**src/rtl/esg_pkg.sv**
```systemverilog
package esg_pkg;
  typedef enum logic [1:0] {
    PROT_NONE = 2'b00,
    PROT_QTR  = 2'b01,
    PROT_HALF = 2'b10,
    PROT_ALL  = 2'b11
  } prot_e;

  localparam int unsigned SR_BUSY = 0;
  localparam int unsigned SR_WEL  = 1;
  localparam int unsigned SR_BP0  = 2;
  localparam int unsigned SR_BP1  = 3;
  localparam int unsigned SR_WPEN = 7;
endpackage

```
**src/rtl/esg_prot_dec.sv**
```systemverilog
module esg_prot_dec #(
  parameter int unsigned AW = 13
) (
  input  logic [1:0]    bp_i,
  input  logic [AW-1:0] addr_i,
  output logic          hit_o
);
  import esg_pkg::*;

  localparam int unsigned MSB = AW - 1;

  always_comb begin
    unique case (prot_e'(bp_i))
      PROT_NONE: hit_o = 1'b0;
      PROT_QTR:  hit_o = addr_i[MSB] & addr_i[MSB-1];
      PROT_HALF: hit_o = addr_i[MSB];
      default:   hit_o = 1'b1;
    endcase
  end
endmodule

```
**src/rtl/esg_wel.sv**
```systemverilog
module esg_wel (
  input  logic clk_i,
  input  logic rst_ni,
  input  logic busy_i,
  input  logic wren_i,
  input  logic wrdi_i,
  input  logic done_i,
  output logic wel_o
);
  logic wel_q;

  always_ff @(posedge clk_i or negedge rst_ni) begin
    if (!rst_ni)           wel_q <= 1'b0;
    else if (done_i)       wel_q <= 1'b0;
    else if (!busy_i) begin
      if (wrdi_i)          wel_q <= 1'b0;
      else if (wren_i)     wel_q <= 1'b1;
    end
  end

  assign wel_o = wel_q;

  assert_wel_set_R3: assert property (@(posedge clk_i) disable iff (!rst_ni)
    (!busy_i && wren_i && !wrdi_i && !done_i) |=> wel_q);
  assert_wel_busy_R3: assert property (@(posedge clk_i) disable iff (!rst_ni)
    (busy_i && !done_i) |=> $stable(wel_q));
  assert_wel_done_R4: assert property (@(posedge clk_i) disable iff (!rst_ni)
    done_i |=> !wel_q);
endmodule

```
**src/rtl/esg_nv.sv**
```systemverilog
module esg_nv (
  input  logic       clk_i,
  input  logic       por_ni,
  input  logic       rst_ni,
  input  logic       busy_i,
  input  logic       load_i,
  input  logic [2:0] wdata_i,   // {wpen, bp1, bp0}
  input  logic       start_i,
  input  logic       wp_ni,
  input  logic       wel_i,
  output logic       wpen_o,
  output logic [1:0] bp_o,
  output logic       ok_o
);
  logic       wpen_q;
  logic [1:0] bp_q;
  logic       pend_q, abort_q;
  logic [2:0] wd_q;
  logic       hw_lock, commit;

  assign hw_lock = wpen_q & ~wp_ni;
  assign ok_o    = pend_q & ~abort_q & wel_i & ~hw_lock;
  assign commit  = start_i & ok_o;

  // non-volatile bits: power-on reset only
  always_ff @(posedge clk_i or negedge por_ni) begin
    if (!por_ni) begin
      wpen_q <= 1'b0;
      bp_q   <= 2'b00;
    end else if (commit) begin
      wpen_q <= wd_q[2];
      bp_q   <= wd_q[1:0];
    end
  end

  // pending update; cancel is sticky until the cycle start
  always_ff @(posedge clk_i or negedge rst_ni) begin
    if (!rst_ni) begin
      pend_q  <= 1'b0;
      abort_q <= 1'b0;
      wd_q    <= 3'b000;
    end else if (start_i) begin
      pend_q  <= 1'b0;
      abort_q <= 1'b0;
    end else if (load_i && !busy_i) begin
      pend_q  <= 1'b1;
      abort_q <= hw_lock;
      wd_q    <= wdata_i;
    end else if (pend_q && hw_lock) begin
      abort_q <= 1'b1;
    end
  end

  assign wpen_o = wpen_q;
  assign bp_o   = bp_q;

  assert_nv_hold_R10: assert property (@(posedge clk_i) disable iff (!por_ni || !rst_ni)
    !commit |=> $stable({wpen_q, bp_q}));
  assert_nv_commit_R8: assert property (@(posedge clk_i) disable iff (!por_ni || !rst_ni)
    commit |=> ({wpen_q, bp_q} == $past(wd_q)));
  assert_abort_blocks_R9: assert property (@(posedge clk_i) disable iff (!por_ni || !rst_ni)
    abort_q |-> !ok_o);
endmodule

```
**src/rtl/eeprom_status_guard.sv**
```systemverilog
module eeprom_status_guard #(
  parameter int unsigned AW = 13
) (
  input  logic          clk_i,
  input  logic          por_ni,
  input  logic          rst_ni,
  input  logic          busy_i,
  input  logic          wren_i,
  input  logic          wrdi_i,
  input  logic          wr_done_i,
  input  logic          sr_load_i,
  input  logic [7:0]    sr_wdata_i,
  input  logic          sr_start_i,
  input  logic          wp_ni,
  input  logic [AW-1:0] arr_addr_i,
  output logic [7:0]    status_o,
  output logic          arr_wr_ok_o,
  output logic          sr_wr_ok_o
);
  import esg_pkg::*;

  logic       soft_rst_n;
  logic       wel, wpen, prot_hit;
  logic [1:0] bp;
  logic       unused_wdata;

  assign soft_rst_n   = rst_ni & por_ni;
  assign unused_wdata = ^{sr_wdata_i[6:4], sr_wdata_i[1:0]};

  esg_wel u_wel (
    .clk_i  (clk_i),
    .rst_ni (soft_rst_n),
    .busy_i (busy_i),
    .wren_i (wren_i),
    .wrdi_i (wrdi_i),
    .done_i (wr_done_i),
    .wel_o  (wel)
  );

  esg_nv u_nv (
    .clk_i   (clk_i),
    .por_ni  (por_ni),
    .rst_ni  (soft_rst_n),
    .busy_i  (busy_i),
    .load_i  (sr_load_i),
    .wdata_i ({sr_wdata_i[SR_WPEN], sr_wdata_i[SR_BP1], sr_wdata_i[SR_BP0]}),
    .start_i (sr_start_i),
    .wp_ni   (wp_ni),
    .wel_i   (wel),
    .wpen_o  (wpen),
    .bp_o    (bp),
    .ok_o    (sr_wr_ok_o)
  );

  esg_prot_dec #(.AW(AW)) u_dec (
    .bp_i   (bp),
    .addr_i (arr_addr_i),
    .hit_o  (prot_hit)
  );

  assign arr_wr_ok_o = wel & ~prot_hit;

  always_comb begin
    status_o          = 8'h00;
    status_o[SR_WPEN] = wpen;
    status_o[SR_BP1]  = bp[1];
    status_o[SR_BP0]  = bp[0];
    status_o[SR_WEL]  = wel;
    status_o[SR_BUSY] = busy_i;
  end

  assert_no_wel_R5: assert property (@(posedge clk_i) disable iff (!soft_rst_n)
    !status_o[SR_WEL] |-> (!arr_wr_ok_o && !sr_wr_ok_o));
  assert_full_prot_R5: assert property (@(posedge clk_i) disable iff (!soft_rst_n)
    (status_o[SR_BP1:SR_BP0] == 2'b11) |-> !arr_wr_ok_o);
  assert_qtr_open_R5: assert property (@(posedge clk_i) disable iff (!soft_rst_n)
    (status_o[SR_BP1:SR_BP0] == 2'b01 && status_o[SR_WEL] &&
     arr_addr_i[AW-1:AW-2] != 2'b11) |-> arr_wr_ok_o);
  assert_hw_lock_R7: assert property (@(posedge clk_i) disable iff (!soft_rst_n)
    (status_o[SR_WPEN] && !wp_ni) |-> !sr_wr_ok_o);
endmodule

```
**config.mk**
```make
export PLATFORM = sky130hd
export DESIGN_NAME = eeprom_status_guard
export DESIGN_NICKNAME = d
export VERILOG_FILES = /design/src/rtl/esg_pkg.sv /design/src/rtl/esg_prot_dec.sv /design/src/rtl/esg_wel.sv /design/src/rtl/esg_nv.sv /design/src/rtl/eeprom_status_guard.sv
export SDC_FILE = /design/constraint.sdc
export NUM_CORES = 1
export LEC_CHECK = 0
export ABC_AREA = 1
export ABC_CLOCK_PERIOD_IN_PS = 2400
export CAP_MARGIN = 40
export CORE_UTILIZATION = 35
export CTS_BUF_LIST = sky130_fd_sc_hd__clkbuf_8
export DETAILED_ROUTE_END_ITERATION = 7
export MAX_ROUTING_LAYER = met4
export PLACE_DENSITY = 0.95
export SYNTH_ARGS = -nofsm -noshare
export SYNTH_HDL_FRONTEND = slang
export SYNTH_HIERARCHICAL = 1
export SYNTH_SLANG_ARGS = --single-unit
```
**constraint.sdc**
```tcl
create_clock -name clk_i -period 2.4 [get_ports clk_i]
set_input_delay 0.36 -clock clk_i [delete_from_list [all_inputs] [get_ports clk_i]]
set_output_delay 0.36 -clock clk_i [all_outputs]
set_load 0.005 [all_outputs]
```
==> results.sh <==
export IMPL_gr_usage_all_layers=0.165
export IMPL_startpoint_type="input pin"
export IMPL_ys_seq_area_frac=0.449
export IMPL_cp_max_fo=4
export IMPL_fill_cells=121
export IMPL_root_buffer="clkbuf_8"
export IMPL_routed_wl_um=988
export IMPL_worst_hold_slack_ns=0.319
export IMPL_yosysTopAreaCell="dfrtp_1"
export IMPL_area_growth_pct=47.1
export IMPL_worstSkewPairLatency_ns=0.24
export IMPL_final_nets=120
export IMPL_max_freq_ghz=0.501
export IMPL_critical_path_class="input pin to output pin"
export IMPL_cts_resized=0
export IMPL_hold_path_class="input pin to asynchronous set/reset pin"
export IMPL_synth_top_area_frac=0.449
export IMPL_synth_async_reset_ratio=1.00
export IMPL_fin_setup_tns_ns=0
export IMPL_numPortBuffers=21
export IMPL_synth_ff_type="dfrtp_1"
export IMPL_grt_pass1_vias=382
export IMPL_grt_first_pass_wirelength_um=1600
export IMPL_total_power_uw=456
export IMPL_drt_iter0_drc=5
export IMPL_drive_gt1_frac=0.102
export IMPL_n_antenna_cell=0
export IMPL_cp_data_required_time_ns=2.04
export IMPL_slowest_stage="clkdlybuf4s50_1"
export IMPL_yosys_top_cells_area="dfrtp_1 45%, nand2_1 15%, buf_4 9.0%"
export IMPL_cts_tree="yes"
export IMPL_rows=13
export IMPL_finalCritPeriodShare=0.831
export IMPL_crit_family="buffers and inverters"
export IMPL_ant_nets=0
export IMPL_critPathCaptureType="output pin"
export IMPL_cts_buffer_depth=2
export IMPL_status="completed"
export IMPL_die_w_um=39.9
export IMPL_worstPathCellList="clkdlybuf4s50_1 -> nor2_1 -> nor2_2 -> clkdlybuf4s50_1"
export IMPL_leakage_uw=0.000377
export IMPL_grt_overflow=0
export IMPL_htreeDepth=1
export IMPL_numClockSinks=9
export IMPL_wire_per_inst_um=9.59
export IMPL_synth_warnings=6
export IMPL_ys_ff_latch=9
export IMPL_coreArea_um2=1320
export IMPL_slew_violations=0
export IMPL_grt_max_degree=7
export IMPL_num_io_pins=41
export IMPL_critPathBufInv=2
export IMPL_clk_pin_slew_worst_paths_ns=0.04
export IMPL_drv_cap=0
export IMPL_dieArea_um2=1590
export IMPL_cts_setup_buffers=0
export IMPL_drc_errors=0
export IMPL_hpwl_um=782
export IMPL_crit_arrival_ns=1.64
export IMPL_vias=460
export IMPL_synth_most_common_cell="nand2_1"
export IMPL_gp_congestion=0.743
export IMPL_ys_types=14
export IMPL_crit_path_frequent_cell="clkdlybuf4s50_1"
export IMPL_multi_input_area_um2=201
export IMPL_post_route_min_period_ns=2.00
export IMPL_power_density_nw_per_um2=618
export IMPL_final_hold_violation_count=0
export IMPL_syn_area_um2=502
export IMPL_irDropWorstVdd_v=0.000327
export IMPL_first_pass_iters=2
export IMPL_slowest_delay_ns=0.53
export IMPL_fin_skew_ns=0.00516
export IMPL_synthCells=67
export IMPL_yosys_top_cells_count="20 x nand2_1, 9 x dfrtp_1, 9 x inv_1"
export IMPL_regArea_um2=225
export IMPL_antenna_found_initial=0
export IMPL_initial_core_util=0.381
export IMPL_via_per_inst=4.47
export IMPL_cts_hold_buf=0
export IMPL_rsz0062_at_grt="false"
export IMPL_synth_avg_cell_area_um2=7.49
export IMPL_numCtsBuffers=3
export IMPL_synth_edff_count=0
export IMPL_setup_viol=0
export IMPL_die_h_um=39.9
==> path summary, 6_finish.rpt <==
path,from,to,slack [ns],cells after the start
hold / removal,por_ni,u_nv/wpen_o,0.32,1
min in group clk_i,u_nv/wd_q[2],u_nv/wd_q[2],0.47,2
max in group asynchronous,por_ni,u_nv/wd_q[1],1.64,3
setup / recovery,wp_ni,sr_wr_ok_o,0.40,4
hold reg to reg,u_nv/wd_q[2],u_nv/wd_q[2],0.47,2
setup reg to reg,u_nv/pend_q,u_nv/wpen_o,1.43,5
==> stage by stage <==
stage                     instances  instance area [um^2]  setup slack [ns]  utilization
final                           103                   738             0.405        0.560
after floorplan                  69                   509              1.35            -
after global placement           99                   693             0.414        0.526
after CTS                       103                   738             0.405        0.560
after global routing            103                   738             0.366        0.560
after detailed placement         99                   693             0.415        0.526
==> registers in the layout (all words and copies together), names as in the netlist <==
register,count
u_nv/wpen_o,1
u_wel/wel_o,1
u_nv/bp_o,2
u_nv/abort_q,1
u_nv/pend_q,1
u_nv/wd_q,3
==> per-layer routing <==
layer	part of all wire	track usage	vias to the layer above
li1	-	-	237
met1	0.39	0.177	207
met2	0.54	0.274	14
met3	0.048	0.0341	2
met4	0.022	0.103	0
met5	0	-	-
==> power breakdown <==
group / switching (uW) / internal [uW] / leakage [uW]
logic: 39.0 / 56.8 / 0.000232
clock network: 60.9 / 111 / 0.0000269
registers: 16.3 / 172 / 0.000119
==> layout by cell type, fill, tap and decap left out, drive strengths merged <==
cell type      count
a21oi              2
clkbuf             3
clkdlybuf4s50     21
conb               3
dfrtp              9
inv               11
nand2             23
nand3              8
nand4              2
nor2               5
o21ai              1
==> logic make-up after synthesis <==
family          Yosys count  share of synthesized area
buf+inv                  16                      0.165
compound gates            3                     0.0299
flops                     9                      0.449
simple gates             38                      0.349
other cells               1                    0.00747
==> cell type report <==
cell class	count	share of cell area
clock buffer	3	0.0559
clock inverter	1	0.00508
inverter	10	0.0508
multi-input combinational	44	0.273
sequential	9	0.305
tap	15	0.0254
timing repair buffer	21	0.285
Power figures use the tool's default switching activity.
